**src/rtl/pirq_pkg.sv**
```systemverilog
package pirq_pkg;
  localparam int PIN_COUNT = 4;
  localparam int CFG_AW    = 8;
  localparam int CFG_DW    = 8;

  // strobes from the decode side to the routing datapath
  typedef struct packed {
    logic [PIN_COUNT-1:0] routeWr;
    logic [CFG_DW-1:0]    wrByte;
  } cfgStrobe_t;
endpackage

```
**src/rtl/pirq_ctrl.sv**
```systemverilog
module pirq_ctrl
  import pirq_pkg::*;
#(
  parameter logic [CFG_AW-1:0] ROUTE_BASE = 8'h41,
  parameter logic [15:0]       VENDOR_ID  = 16'h1039,
  parameter logic [15:0]       DEVICE_ID  = 16'h0008,
  parameter logic [15:0]       CMD_INIT   = 16'h0007,
  parameter logic [7:0]        REV_ID     = 8'h00,
  parameter logic [23:0]       CLASS_CODE = 24'h060100
) (
  input  logic                              cfgWrEn,
  input  logic [CFG_AW-1:0]                 cfgAddr,
  input  logic [CFG_DW-1:0]                 cfgWrData,
  input  logic [PIN_COUNT-1:0][CFG_DW-1:0]  routeView,
  output cfgStrobe_t                        strobe,
  output logic [CFG_DW-1:0]                 cfgRdData
);
  // one write strobe per routing byte
  for (genvar p = 0; p < PIN_COUNT; p++) begin : g_dec
    localparam logic [CFG_AW-1:0] PIN_ADDR = ROUTE_BASE + CFG_AW'(p);
    assign strobe.routeWr[p] = cfgWrEn && (cfgAddr == PIN_ADDR);
  end
  assign strobe.wrByte = cfgWrData;

  // read mux: identity bytes at standard header offsets, routing bytes
  always_comb begin
    cfgRdData = '0;
    case (cfgAddr)
      8'h00: cfgRdData = VENDOR_ID[7:0];
      8'h01: cfgRdData = VENDOR_ID[15:8];
      8'h02: cfgRdData = DEVICE_ID[7:0];
      8'h03: cfgRdData = DEVICE_ID[15:8];
      8'h04: cfgRdData = CMD_INIT[7:0];
      8'h05: cfgRdData = CMD_INIT[15:8];
      8'h08: cfgRdData = REV_ID;
      8'h09: cfgRdData = CLASS_CODE[7:0];
      8'h0A: cfgRdData = CLASS_CODE[15:8];
      8'h0B: cfgRdData = CLASS_CODE[23:16];
      default: begin
        for (int p = 0; p < PIN_COUNT; p++)
          if (cfgAddr == ROUTE_BASE + CFG_AW'(p)) cfgRdData = routeView[p];
      end
    endcase
  end
endmodule

```
**src/rtl/pirq_datapath.sv**
```systemverilog
module pirq_datapath
  import pirq_pkg::*;
#(
  parameter int IRQ_COUNT = 16,
  parameter logic [IRQ_COUNT-1:0] RESERVED_MASK = 16'h2105,
  localparam int IRQ_SEL_W = $clog2(IRQ_COUNT)
) (
  input  logic                              clk,
  input  logic                              rst_n,
  input  cfgStrobe_t                        strobe,
  input  logic [PIN_COUNT-1:0]              pinN,
  output logic [PIN_COUNT-1:0][CFG_DW-1:0]  routeView,
  output logic [IRQ_COUNT-1:0]              irqReq
);
  localparam int EN_BIT = CFG_DW - 1;

  logic [PIN_COUNT-1:0]                 routeEn;
  logic [PIN_COUNT-1:0][IRQ_SEL_W-1:0]  routeSel;
  logic [PIN_COUNT-1:0]                 syncA, syncB;
  logic [IRQ_COUNT-1:0]                 irqNext;

  for (genvar p = 0; p < PIN_COUNT; p++) begin : g_pin
    // routing byte storage
    always_ff @(posedge clk or negedge rst_n) begin
      if (!rst_n) begin
        routeEn[p]  <= 1'b0;
        routeSel[p] <= '0;
      end else if (strobe.routeWr[p]) begin
        routeEn[p]  <= strobe.wrByte[EN_BIT];
        routeSel[p] <= strobe.wrByte[IRQ_SEL_W-1:0];
      end
    end

    always_comb begin
      routeView[p]                = '0;
      routeView[p][EN_BIT]        = routeEn[p];
      routeView[p][IRQ_SEL_W-1:0] = routeSel[p];
    end

    // two-flop synchronizer, resets to deasserted (high)
    always_ff @(posedge clk or negedge rst_n) begin
      if (!rst_n) begin
        syncA[p] <= 1'b1;
        syncB[p] <= 1'b1;
      end else begin
        syncA[p] <= pinN[p];
        syncB[p] <= syncA[p];
      end
    end
  end

  // OR-steering of enabled, asserted pins, reserved lines masked
  always_comb begin
    irqNext = '0;
    for (int p = 0; p < PIN_COUNT; p++)
      for (int j = 0; j < IRQ_COUNT; j++)
        if (routeEn[p] && !syncB[p] && (routeSel[p] == IRQ_SEL_W'(j)))
          irqNext[j] = 1'b1;
    irqNext = irqNext & ~RESERVED_MASK;
  end

  always_ff @(posedge clk or negedge rst_n) begin
    if (!rst_n) irqReq <= '0;
    else        irqReq <= irqNext;
  end
endmodule

```
**src/rtl/pirq_router.sv**
```systemverilog
module pirq_router
  import pirq_pkg::*;
#(
  parameter int IRQ_COUNT = 16,
  parameter logic [IRQ_COUNT-1:0] RESERVED_MASK = 16'h2105,
  parameter logic [CFG_AW-1:0] ROUTE_BASE = 8'h41
) (
  input  logic                  clk,
  input  logic                  rst_n,
  input  logic                  cfgWrEn,
  input  logic [CFG_AW-1:0]     cfgAddr,
  input  logic [CFG_DW-1:0]     cfgWrData,
  output logic [CFG_DW-1:0]     cfgRdData,
  input  logic [PIN_COUNT-1:0]  pciIntN,
  output logic [IRQ_COUNT-1:0]  irqReq
);
  cfgStrobe_t                        strobe;
  logic [PIN_COUNT-1:0][CFG_DW-1:0]  routeView;

  pirq_ctrl #(.ROUTE_BASE(ROUTE_BASE)) u_ctrl (
    .cfgWrEn   (cfgWrEn),
    .cfgAddr   (cfgAddr),
    .cfgWrData (cfgWrData),
    .routeView (routeView),
    .strobe    (strobe),
    .cfgRdData (cfgRdData)
  );

  pirq_datapath #(.IRQ_COUNT(IRQ_COUNT), .RESERVED_MASK(RESERVED_MASK)) u_dp (
    .clk       (clk),
    .rst_n     (rst_n),
    .strobe    (strobe),
    .pinN      (pciIntN),
    .routeView (routeView),
    .irqReq    (irqReq)
  );
endmodule

```
**config.mk**
```make
export PLATFORM = sky130hd
export DESIGN_NAME = pirq_router
export DESIGN_NICKNAME = d
export VERILOG_FILES = /design/src/rtl/pirq_pkg.sv /design/src/rtl/pirq_ctrl.sv /design/src/rtl/pirq_datapath.sv /design/src/rtl/pirq_router.sv
export SDC_FILE = /design/constraint.sdc
export NUM_CORES = 1
export LEC_CHECK = 0
export BUFFER_PORTS_ARGS = -buffer_cell sky130_fd_sc_hd__clkbuf_2
export CAP_MARGIN = 20
export CORE_UTILIZATION = 50
export DETAILED_ROUTE_END_ITERATION = 10
export PLACE_DENSITY = 0.7
export SLEW_MARGIN = 20
export SYNTH_ARGS = -nofsm -noshare
export SYNTH_HDL_FRONTEND = slang
export SYNTH_HIERARCHICAL = 1
export SYNTH_SLANG_ARGS = --single-unit
```
**constraint.sdc**
```tcl
create_clock -name clk -period 2.2 [get_ports clk]
set_clock_uncertainty 0.05 [all_clocks]
set_input_delay 0.33 -clock clk [delete_from_list [all_inputs] [get_ports clk]]
set_output_delay 0.33 -clock clk [all_outputs]
set_load 0.02 [all_outputs]
```
==> results of run 1 <==
## power breakdown
group	switching (W)	internal, W	total (W)
clock network	0.000255	0.000453	0.000708
logic	0.0000953	0.0000747	0.000170
registers	0.0000330	0.000766	0.000799
## area by class of cell
cell class	instances	share of cell area
Multi-Input combinational cell	170	0.453
Clock buffer	6	0.0259
Clock inverter	2	0.0214
Timing Repair Buffer	55	0.112
Tap cell	54	0.0241
Inverter	2	0.00268
Sequential cell	40	0.360
## state kept, by name, indices dropped and copies added (netlist names)
signal	cells
u_dp/irqReq	12
u_dp/routeView	20
u_dp/syncA	4
u_dp/syncB	4
## per-stage QoR
step	worst slack, ns	hold WS [ns]	total power (W)	utilization	std cells
2_1_floorplan	0.224	-0.0156	0.000928	-	239
3_3_place_gp	0.110	0.296	0.000975	0.568	320
3_5_place_dp	0.0804	0.297	0.000979	0.568	320
4_1_cts	0.0802	0.0483	0.00168	0.596	328
5_1_grt	0.00545	0.0527	0.00173	0.598	329
6_report	0.0958	0.0216	0.00168	0.598	329
## layout by cell type, fill, tap and decap left out, drive strengths merged, types with 3 or more instances in the layout
cell type / n
a22oi: 15
clkbuf: 45
nor2b: 8
nor2: 18
and4bb: 10
nor4b: 3
dfrtp: 32
buf: 16
dfstp: 8
nor3b: 3
and4b: 4
conb: 16
a221oi: 6
o32ai: 4
mux2: 28
a32oi: 3
nand4: 5
and2: 6
nand3: 12
nor3: 3
nand2: 11
## critical path, delay by kind of cell
kind	cells	cell delay, ns
AOI/OAI and AO/OA	2	0.42
buffers and inverters	3	0.63
and+or+nand+nor	1	0.33
## worst min-delay path by stage
stage                                       start                   endpoint  cells past startpoint
after detailed placement  u_dp/syncA[3]$_DFF_PN1_    u_dp/syncB[3]$_DFF_PN1_                      0
after floorplan                             rst_n  u_dp/irqReq[10]$_DFF_PN0_                      0
after CTS                                   rst_n  u_dp/irqReq[12]$_DFF_PN0_                      2
after global routing                   pciIntN[0]    u_dp/syncA[0]$_DFF_PN1_                      1
after global placement    u_dp/syncA[0]$_DFF_PN1_    u_dp/syncB[0]$_DFF_PN1_                      0
final                                       rst_n  u_dp/irqReq[12]$_DFF_PN0_                      2
## per-layer routing
layer / vias up / GRT usage / part of all wire / routed length, µm
met2: 87 / 0.367 / 0.46 / 2520
met3: 16 / 0.0394 / 0.065 / 352
met5: - / 0 / 0 / 0
met4: 0 / 0.100 / 0.027 / 148
li1: 918 / - / - / -
met1: 950 / 0.315 / 0.44 / 2420
## timing repair
item	4_1_cts	5_1_grt
endpoints found under the hold margin	0	0
hold buffers	0	0
buffers inserted	0	1
gates resized for setup	0	0
setup endpoints to repair	0	1
==> load_flow_metrics.sql, run 1 <==
INSERT INTO impl_metrics (metric_group, metric, value, unit) VALUES
('synth', 'synth_area', '2430', 'µm²'),
('detailed_routing', 'routed_wl', '5440', 'µm'),
('worst_setup_path', 'timing.critical_path.mode_cell', 'sky130_fd_sc_hd__clkbuf_2', ''),
('synth', 'synth.yosys.warnings', '6', ''),
('floorplanning', 'design.die.area', '5150', 'µm²'),
('sta', 'worst_slew_pin_slew', '0.521', 'ns'),
('worst_setup_path', 'crit-reg2reg-launch', 'u_dp/syncB[0]$_DFF_PN1_', ''),
('cts', 'worst_skew_pair.late_latency', '0.30', 'ns'),
('detailed_routing', 'vias_per_cell', '5.99', ''),
('final_layout', 'num-fill-cells', '402', ''),
('placed_design', 'dp_hpwl', '3970', 'µm'),
('pwr', 'leakage', '1.38', 'nW'),
('cts', 'cts-htree-levels', '2', ''),
('sta', 'slew_viol_final', '0', ''),
('pwr', 'power.density_cell_area', '598', 'nW/µm²'),
('sta', 'grt_setup_unrepaired', 'no', ''),
('final_layout', 'area_growth', '15.3', '%'),
('detailed_routing', 'drt-pass1-iter-count', '6', ''),
('final_layout', 'layout.cell_area.non_filler', '2810', 'µm²'),
('final_layout', 'n_antenna_cell', '0', ''),
('global_routing', 'total_overflow_reported_by_the_global_router', '0', ''),
('detailed_routing', 'detail_route.drc_violations', '0', ''),
('global_routing', 'first_global_vias', '1859', ''),
('global_routing', 'grt_start_max_net_pins', '41', ''),
('floorplanning', 'initial_core_util', '0.518', ''),
('global_routing', 'globalRouteTotalUtil', '0.232', ''),
('run_status', 'status', 'complete, no violations', ''),
('cts', 'cts_root_buf', 'sky130_fd_sc_hd__clkbuf_8', ''),
('final_layout', 'seq_area', '1010', 'µm²'),
('floorplanning', 'core_area', '4690', 'µm²'),
('global_routing', 'antenna_found_initial', '0', ''),
('worst_setup_path', 'critical_path.cell_chain', 'clkbuf_2 -> buf_4 -> nor3b_4 -> a221oi_1 -> o32ai_1 -> clkbuf_2', ''),
('sta', 'final.min_clock_period', '2.10', 'ns'),
('worst_setup_path', 'startpoint_kind_of_the_worst_setup_timing_path', 'input pin', ''),
('worst_setup_path', 'worst_setup_path_endpoint', 'cfgRdData[0]', ''),
('cts', 'cts_buffers', '5', ''),
('cts', 'path_clk_slew', '0.08', 'ns'),
('worst_setup_path', 'r2r_slack', '0.90', 'ns'),
('placed_design', 'finalWeightedCongestion', '0.948', ''),
('placed_design', 'placement.io_buffers', '39', ''),
('sta', 'hold_viol', '0', ''),
('pwr', 'vdd_drop_max', '497', 'µV'),
('global_routing', 'global_route_wire_length_before_repair', '9030', 'µm'),
('final_layout', 'layout-drive-gt1-share', '0.327', ''),
('worst_setup_path', 'critPathMaxFanout', '13', ''),
('cts', 'clock_sink_count', '40', ''),
('floorplanning', 'fp-row-count', '25', ''),
('worst_setup_path', 'critical_path.max_stage_delay', '0.33', 'ns'),
('sta', 'total_negative_slack', '0', 'ns'),
('synth', 'synth_cells', '224', ''),
('worst_setup_path', 'critical_path_arrival', '1.72', 'ns'),
('placed_design', 'post_dp_cell_area', '2670', 'µm²'),
('floorplanning', 'die-width', '71.7', 'µm'),
('cts', 'max-clock-path-buffers', '2', ''),
('min_path', 'min_path_type', 'input pin to asynchronous set/reset pin', ''),
('sta', 'fin_crit_sh', '0.956', ''),
('worst_setup_path', 'cell_type_of_the_slowest_stage_on_the_worst_timing_path', 'sky130_fd_sc_hd__nor3b_4', ''),
('worst_setup_path', 'critPathCaptureType', 'output port', ''),
('sta', 'max_freq', '475', 'MHz'),
('worst_setup_path', 'timing.rr.end', 'u_dp/irqReq[1]$_DFF_PN0_', ''),
('detailed_routing', 'dr_total_vias', '1971', ''),
('worst_setup_path', 'worstSetupPathType', 'input pin to output port', ''),
('final_layout', 'footprint_of_the_multi_input_gates', '1270', 'µm²'),
('worst_setup_path', 'critPathLaunch', 'cfgAddr[0]', ''),
('floorplanning', 'top_level_ports', '47', ''),
('floorplanning', 'die_height', '71.7', 'µm'),
('detailed_routing', 'first_iter_violations', '322', ''),
('synth', 'postSynthAreaPerCell', '10.9', 'µm²'),
('cts', 'tritoncts', 'done', ''),
('sta', 'slew_headroom', '0.649', ''),
('worst_setup_path', 'reg2regPathDepth', '3', ''),
('final_layout', 'finish.net_count', '297', ''),
('sta', 'report.final.setup_viol', '0', ''),
('detailed_routing', 'route.detailed.wl_per_inst', '16.5', 'µm'),
('job', 'cap_viol_max_count', '0', ''),
('detailed_routing', 'antenna_violating_nets_post_route', '0', ''),
('worst_setup_path', 'critical_path_required', '1.82', 'ns');
(Power assumes the default switching activity.)
==> inputs of run 2 (changes only) <==
- CORE_MARGIN: not set -> 1
- CTS_BUF_LIST: not set -> sky130_fd_sc_hd__clkbuf_8
- clock period: 2.2 -> 2.45 ns (I/O delays scaled with it)
==> load_flow_metrics.sql, run 2 (synthesized netlist as in run 1, its figures left out) <==
INSERT INTO impl_metrics (metric_group, metric, value, unit) VALUES
('run_status', 'status', 'complete, no violations', ''),
('global_routing', 'global_route_wire_length_before_repair', '8710', 'µm'),
('final_layout', 'finish.net_count', '288', ''),
('pwr', 'power.combinational.fraction', '0.097', ''),
('worst_setup_path', 'critPathCaptureType', 'output port', ''),
('detailed_routing', 'antenna_violating_nets_post_route', '0', ''),
('worst_setup_path', 'critPathMaxFanout', '21', ''),
('cts', 'path_clk_slew', '0.08', 'ns'),
('sta', 'slew_headroom', '0.434', ''),
('worst_setup_path', 'worst_path_dominant_cell_family', 'simple AND/OR/NAND/NOR gates', ''),
('final_layout', 'n_antenna_cell', '0', ''),
('cts', 'cts-htree-levels', '2', ''),
('worst_setup_path', 'crit_buf_inv', '2', ''),
('global_routing', 'total_overflow_reported_by_the_global_router', '0', ''),
('global_routing', 'first_global_vias', '1791', ''),
('final_layout', 'final_common_cell', 'sky130_fd_sc_hd__clkbuf_2', ''),
('final_layout', 'most-common-layout-cells', 'sky130_fd_sc_hd__clkbuf_2, sky130_fd_sc_hd__dfrtp_1, sky130_fd_sc_hd__mux2_1, sky130_fd_sc_hd__nor2_1, sky130_fd_sc_hd__conb_1', ''),
('pwr', 'power.density_cell_area', '519', 'nW/µm²'),
('sta', 'fin_crit_sh', '0.902', ''),
('pwr', 'share_seq_of_total_power', '0.512', ''),
('detailed_routing', 'drt-pass1-iter-count', '4', ''),
('pwr', 'power.switching', '0.000357', 'W'),
('cts', 'max-clock-path-buffers', '2', ''),
('final_layout', 'layout-drive-gt1-share', '0.308', ''),
('worst_setup_path', 'critical_path.max_stage_delay', '0.66', 'ns'),
('sta', 'hold_viol', '0', ''),
('cts', 'tritoncts', 'done', ''),
('sta', 'total_negative_slack', '0', 'ns'),
('worst_setup_path', 'timing.critical_path.mode_cell', 'sky130_fd_sc_hd__clkbuf_2', ''),
('sta', 'final.min_clock_period', '2.21', 'ns'),
('global_routing', 'globalRouteTotalUtil', '0.226', ''),
('floorplanning', 'design.die.area', '5150', 'µm²'),
('sta', 'worst_hold_slack', '0.0916', 'ns'),
('cts', 'cts_buffers', '5', ''),
('cts', 'cts-resized-gates', '0', ''),
('job', 'cap_viol_max_count', '0', ''),
('worst_setup_path', 'critical_path_arrival', '1.79', 'ns'),
('worst_setup_path', 'worstSetupPathType', 'input pin to output port', ''),
('worst_setup_path', 'startpoint_kind_of_the_worst_setup_timing_path', 'input pin', ''),
('cts', 'cts_root_buf', 'sky130_fd_sc_hd__clkbuf_8', ''),
('floorplanning', 'top_level_ports', '47', ''),
('detailed_routing', 'route.detailed.wl_per_inst', '16.7', 'µm'),
('cts', 'clock_sink_count', '40', ''),
('detailed_routing', 'first_iter_violations', '188', ''),
('sta', 'worst_slew_pin_slew', '0.849', 'ns'),
('placed_design', 'dp_hpwl', '3960', 'µm'),
('pwr', 'vdd_drop_max', '402', 'µV'),
('detailed_routing', 'routed_wl', '5350', 'µm'),
('sta', 'max_freq', '452', 'MHz'),
('global_routing', 'grt_start_max_net_pins', '41', ''),
('pwr', 'p_int', '0.00105', 'W'),
('detailed_routing', 'dr_total_vias', '1890', ''),
('sta', 'grt_setup_unrepaired', 'no', ''),
('pwr', 'finalPower', '0.00141', 'W'),
('final_layout', 'area_growth', '11.8', '%'),
('cts', 'cts.hold.buffers_added', '0', ''),
('floorplanning', 'core_area', '4690', 'µm²'),
('worst_setup_path', 'critical_path.cell_chain', 'clkbuf_2 -> or4b_4 -> a21bo_1 -> o31ai_1 -> clkbuf_2', ''),
('floorplanning', 'die_height', '71.7', 'µm'),
('pwr', 'netSwitchingFraction', '0.253', ''),
('pwr', 'leakage', '1.33', 'nW'),
('floorplanning', 'die-width', '71.7', 'µm'),
('worst_setup_path', 'cell_type_of_the_slowest_stage_on_the_worst_timing_path', 'sky130_fd_sc_hd__or4b_4', ''),
('sta', 'report.final.setup_viol', '0', ''),
('placed_design', 'finalWeightedCongestion', '0.964', ''),
('detailed_routing', 'vias_per_cell', '5.91', ''),
('floorplanning', 'fp-row-count', '25', ''),
('sta', 'slew_viol_final', '0', ''),
('cts', 'post_cts_setup_buffer_count', '0', ''),
('cts', 'worst_skew_pair.late_latency', '0.30', 'ns'),
('final_layout', 'largest_register_ffs', '20', ''),
('placed_design', 'placement.io_buffers', '39', ''),
('floorplanning', 'initial_core_util', '0.518', ''),
('min_path', 'min_path_type', 'input pin to register', ''),
('worst_setup_path', 'critical_path_required', '2.03', 'ns'),
('pwr', 'power_frac_clock', '0.391', ''),
('detailed_routing', 'detail_route.drc_violations', '0', ''),
('global_routing', 'antenna_found_initial', '0', '');
==> run 2: changes by cell type in the layout (fill, tap and decap cells not counted), sizes merged <==
cell / change
buf: -8
clkbuf: -2
bufinv: -1
clkinvlp: +1
inv: +1
==> run 2: final cells by class <==
| cell class | count | area, µm² |
|---|---|---|
| flip-flops and latches | 40 | 1010 |
| inverters | 2 | 7.51 |
| fillers | 396 | 1970 |
| clock buffers | 5 | 68.8 |
| multi-input cells | 170 | 1270 |
| well taps | 54 | 67.6 |
| repair buffers | 46 | 248 |
| clock inverters | 3 | 46.3 |
==> run 2: final timing paths <==
kind	start	endpoint	slack, ns	cells after the start
worst max-delay path	cfgAddr[0]	cfgRdData[1]	0.24	5
worst min-delay path	pciIntN[3]	u_dp/syncA[3]$_DFF_PN1_	0.09	1
worst max register to register	u_dp/syncB[0]$_DFF_PN1_	u_dp/irqReq[9]$_DFF_PN0_	1.12	3
worst min register to register	u_dp/syncA[0]$_DFF_PN1_	u_dp/syncB[0]$_DFF_PN1_	0.31	0
max in group asynchronous	rst_n	u_dp/routeView[16]$_DFFE_PN0P_	1.69	1
min in group asynchronous	rst_n	u_dp/irqReq[12]$_DFF_PN0_	0.12	1
==> run 2: power groups by stage <==
stage	Combinational (W)	Clock, W	Sequential [W]
global placement	0.000133	0	0.000732
detailed placement	0.000136	0	0.000734
CTS	0.000136	0.000569	0.000721
global route	0.000153	0.000596	0.000725
finish	0.000137	0.000552	0.000722
floorplan	0.000111	0	0.000723
==> run 2: stage by stage <==
step                cell area (µm²)  worst slack (ns)   util  cells
floorplan                      2490             0.399      -    239
global placement               2610             0.225  0.555    312
detailed placement             2610             0.225  0.555    312
CTS                            2720             0.224  0.580    320
global route                   2720             0.157  0.580    320
finish                         2720             0.239  0.580    320
==> run 2: routing by layer <==
layer  wire length (µm)  GRT usage  up-vias
met5                  0          0        -
met4                 95      0.100        0
met3                301     0.0506       12
met2               2510      0.366       72
met1               2450      0.291      908
li1                   -          -      898
==> run 2: worst register-to-register path, cell delays in order (launching register included) <==
cell                       delay (ns)
sky130_fd_sc_hd__dfstp_2         0.56
sky130_fd_sc_hd__and4bb_2        0.28
sky130_fd_sc_hd__a22oi_1         0.24
sky130_fd_sc_hd__nand2_1         0.08
==> inputs of run 3 (changes only) <==
==> constraint.sdc (replaced) <==
create_clock -name clk -period 2.45 [get_ports clk]
set_clock_uncertainty 0.05 [all_clocks]
set_input_delay 0.6125 -clock clk [delete_from_list [all_inputs] [get_ports clk]]
set_output_delay 0.6125 -clock clk [all_outputs]
set_load 0.01 [all_outputs]
==> load_flow_metrics.sql, run 3 (synthesized netlist as in run 1, its figures left out) <==
INSERT INTO impl_metrics (metric_group, metric, value, unit) VALUES
('detailed_routing', 'antenna_violating_nets_post_route', '0', ''),
('placed_design', 'finalWeightedCongestion', '0.992', ''),
('sta', 'total_negative_slack', '0', 'ns'),
('final_layout', 'layout-drive-gt1-share', '0.381', ''),
('detailed_routing', 'first_iter_violations', '186', ''),
('sta', 'worst_hold_slack', '0.268', 'ns'),
('sta', 'fin_crit_sh', '0.997', ''),
('cts', 'max-clock-path-buffers', '2', ''),
('job', 'cap_viol_max_count', '0', ''),
('sta', 'grt_setup_unrepaired', 'yes', ''),
('placed_design', 'dp_hpwl', '4120', 'µm'),
('detailed_routing', 'detail_route.drc_violations', '0', ''),
('cts', 'cts_buffers', '5', ''),
('worst_setup_path', 'startpoint_kind_of_the_worst_setup_timing_path', 'input pin', ''),
('worst_setup_path', 'worst_path_dominant_cell_family', 'simple AND/OR/NAND/NOR gates', ''),
('pwr', 'power.density_cell_area', '462', 'nW/µm²'),
('worst_setup_path', 'cell_type_of_the_slowest_stage_on_the_worst_timing_path', 'sky130_fd_sc_hd__or4b_4', ''),
('final_layout', 'layout.cell_area.non_filler', '2940', 'µm²'),
('cts', 'cts.hold.buffers_added', '0', ''),
('final_layout', 'most-common-layout-cells', 'sky130_fd_sc_hd__clkbuf_2, sky130_fd_sc_hd__dfrtp_1, sky130_fd_sc_hd__buf_4, sky130_fd_sc_hd__mux2_1, sky130_fd_sc_hd__conb_1', ''),
('detailed_routing', 'vias_per_cell', '5.80', ''),
('sta', 'max_freq', '409', 'MHz'),
('placed_design', 'placement.io_buffers', '39', ''),
('sta', 'final.min_clock_period', '2.44', 'ns'),
('final_layout', 'finish.net_count', '308', ''),
('worst_setup_path', 'critPathMaxFanout', '4', ''),
('sta', 'slew_headroom', '0.591', ''),
('worst_setup_path', 'critical_path.max_stage_delay', '0.56', 'ns'),
('global_routing', 'grt_start_max_net_pins', '26', ''),
('worst_setup_path', 'critical_path_required', '1.79', 'ns'),
('global_routing', 'antenna_found_initial', '0', ''),
('cts', 'cts-htree-levels', '2', ''),
('floorplanning', 'die_height', '71.7', 'µm'),
('pwr', 'leakage', '1.44', 'nW'),
('detailed_routing', 'dr_total_vias', '1971', ''),
('placed_design', 'detailedPlace.worstSlack', '-0.102', 'ns'),
('sta', 'report.final.setup_viol', '0', ''),
('floorplanning', 'core_area', '4690', 'µm²'),
('cts', 'tritoncts', 'done', ''),
('placed_design', 'post_dp_cell_area', '2740', 'µm²'),
('sta', 'slew_viol_final', '0', ''),
('final_layout', 'area_growth', '20.8', '%'),
('cts', 'cts_root_buf', 'sky130_fd_sc_hd__clkbuf_8', ''),
('final_layout', 'n_antenna_cell', '0', ''),
('final_layout', 'num-fill-cells', '387', ''),
('final_layout', 'largest_register_ffs', '20', ''),
('min_path', 'min_path_type', 'input pin to asynchronous set/reset pin', ''),
('cts', 'path_clk_slew', '0.07', 'ns'),
('cts', 'worst_skew_pair.late_latency', '0.29', 'ns'),
('worst_setup_path', 'crit_buf_inv', '3', ''),
('floorplanning', 'design.die.area', '5150', 'µm²'),
('floorplanning', 'top_level_ports', '47', ''),
('worst_setup_path', 'critical_path.cell_chain', 'buf_8 -> or4b_4 -> buf_6 -> nor2_4 -> o32ai_2 -> buf_2', ''),
('detailed_routing', 'route.detailed.wl_per_inst', '16.3', 'µm'),
('worst_setup_path', 'critPathCaptureType', 'output port', ''),
('sta', 'fin_ws', '0.00687', 'ns'),
('pwr', 'vdd_drop_max', '319', 'µV'),
('detailed_routing', 'routed_wl', '5560', 'µm'),
('global_routing', 'globalRouteTotalUtil', '0.231', ''),
('cts', 'clock_sink_count', '40', ''),
('placed_design', 'placed_cells_incl_taps', '330', ''),
('global_routing', 'global_route_wire_length_before_repair', '9010', 'µm'),
('final_layout', 'final_cell_count_no_fill', '340', ''),
('run_status', 'status', 'complete, no violations', ''),
('sta', 'worst_slew_pin_slew', '0.614', 'ns'),
('global_routing', 'first_global_vias', '1882', ''),
('sta', 'hold_viol', '0', ''),
('worst_setup_path', 'worstSetupPathType', 'input pin to output port', ''),
('floorplanning', 'die-width', '71.7', 'µm'),
('global_routing', 'total_overflow_reported_by_the_global_router', '0', ''),
('worst_setup_path', 'critical_path_arrival', '1.78', 'ns'),
('floorplanning', 'initial_core_util', '0.518', ''),
('final_layout', 'final_common_cell', 'sky130_fd_sc_hd__clkbuf_2', ''),
('detailed_routing', 'drt-pass1-iter-count', '5', ''),
('floorplanning', 'fp-row-count', '25', '');
-- run 3: per-layer routing --
layer / track usage / routed length (µm) / up-vias
li1: - / - / 933
met1: 0.302 / 2410 / 928
met2: 0.371 / 2620 / 86
met3: 0.0619 / 370 / 24
met4: 0.0784 / 156 / 0
met5: 0 / 0 / -
-- run 3: final timing paths --
check | end | start | cells past startpoint | slack, ns
min in group clk | u_dp/syncB[1]$_DFF_PN1_ | u_dp/syncA[1]$_DFF_PN1_ | 0 | 0.31
worst min register to register | u_dp/syncB[1]$_DFF_PN1_ | u_dp/syncA[1]$_DFF_PN1_ | 0 | 0.31
max in group asynchronous | u_dp/syncB[1]$_DFF_PN1_ | rst_n | 2 | 1.43
worst max register to register | u_dp/irqReq[5]$_DFF_PN0_ | u_dp/routeView[27]$_DFFE_PN0P_ | 3 | 1.11
worst min-delay path | u_dp/irqReq[4]$_DFF_PN0_ | rst_n | 1 | 0.27
worst max-delay path | cfgRdData[3] | cfgAddr[1] | 6 | 0.007
-- run 3: final cells by class --
class                           count  area, µm²  share of cell area
Multi-Input combinational cell    170       1320               0.448
Sequential cell                    40       1010               0.344
Timing Repair Buffer               66        434               0.148
Clock buffer                        7       96.3              0.0328
Tap cell                           54       67.6              0.0230
Inverter                            2       7.51             0.00256
Clock inverter                      1       3.75             0.00128
-- run 3: metrics by stage --
step	power, W	utilization
after floorplan	0.000830	-
after global placement	0.000880	0.584
after detailed placement	0.000885	0.584
after CTS	0.00135	0.609
after global routing	0.00142	0.626
final	0.00136	0.626
-- run 3: timing repair --
action	4_1_cts	5_1_grt
setup endpoints to repair	8	8
resized for setup	2	23
pin swaps	1	3
buffers inserted	1	1
-- run 3: report_power, final --
part	internal [W]	switching [W]
Sequential	0.000688	0.0000335
Clock	0.000253	0.000218
Combinational	0.0000829	0.0000834
-- run 3: worst reg2reg max path, delay by kind of cell (launching register included) --
family	cells	cell delay, ns
flops	1	0.54
compound gates	1	0.20
simple gates	2	0.42
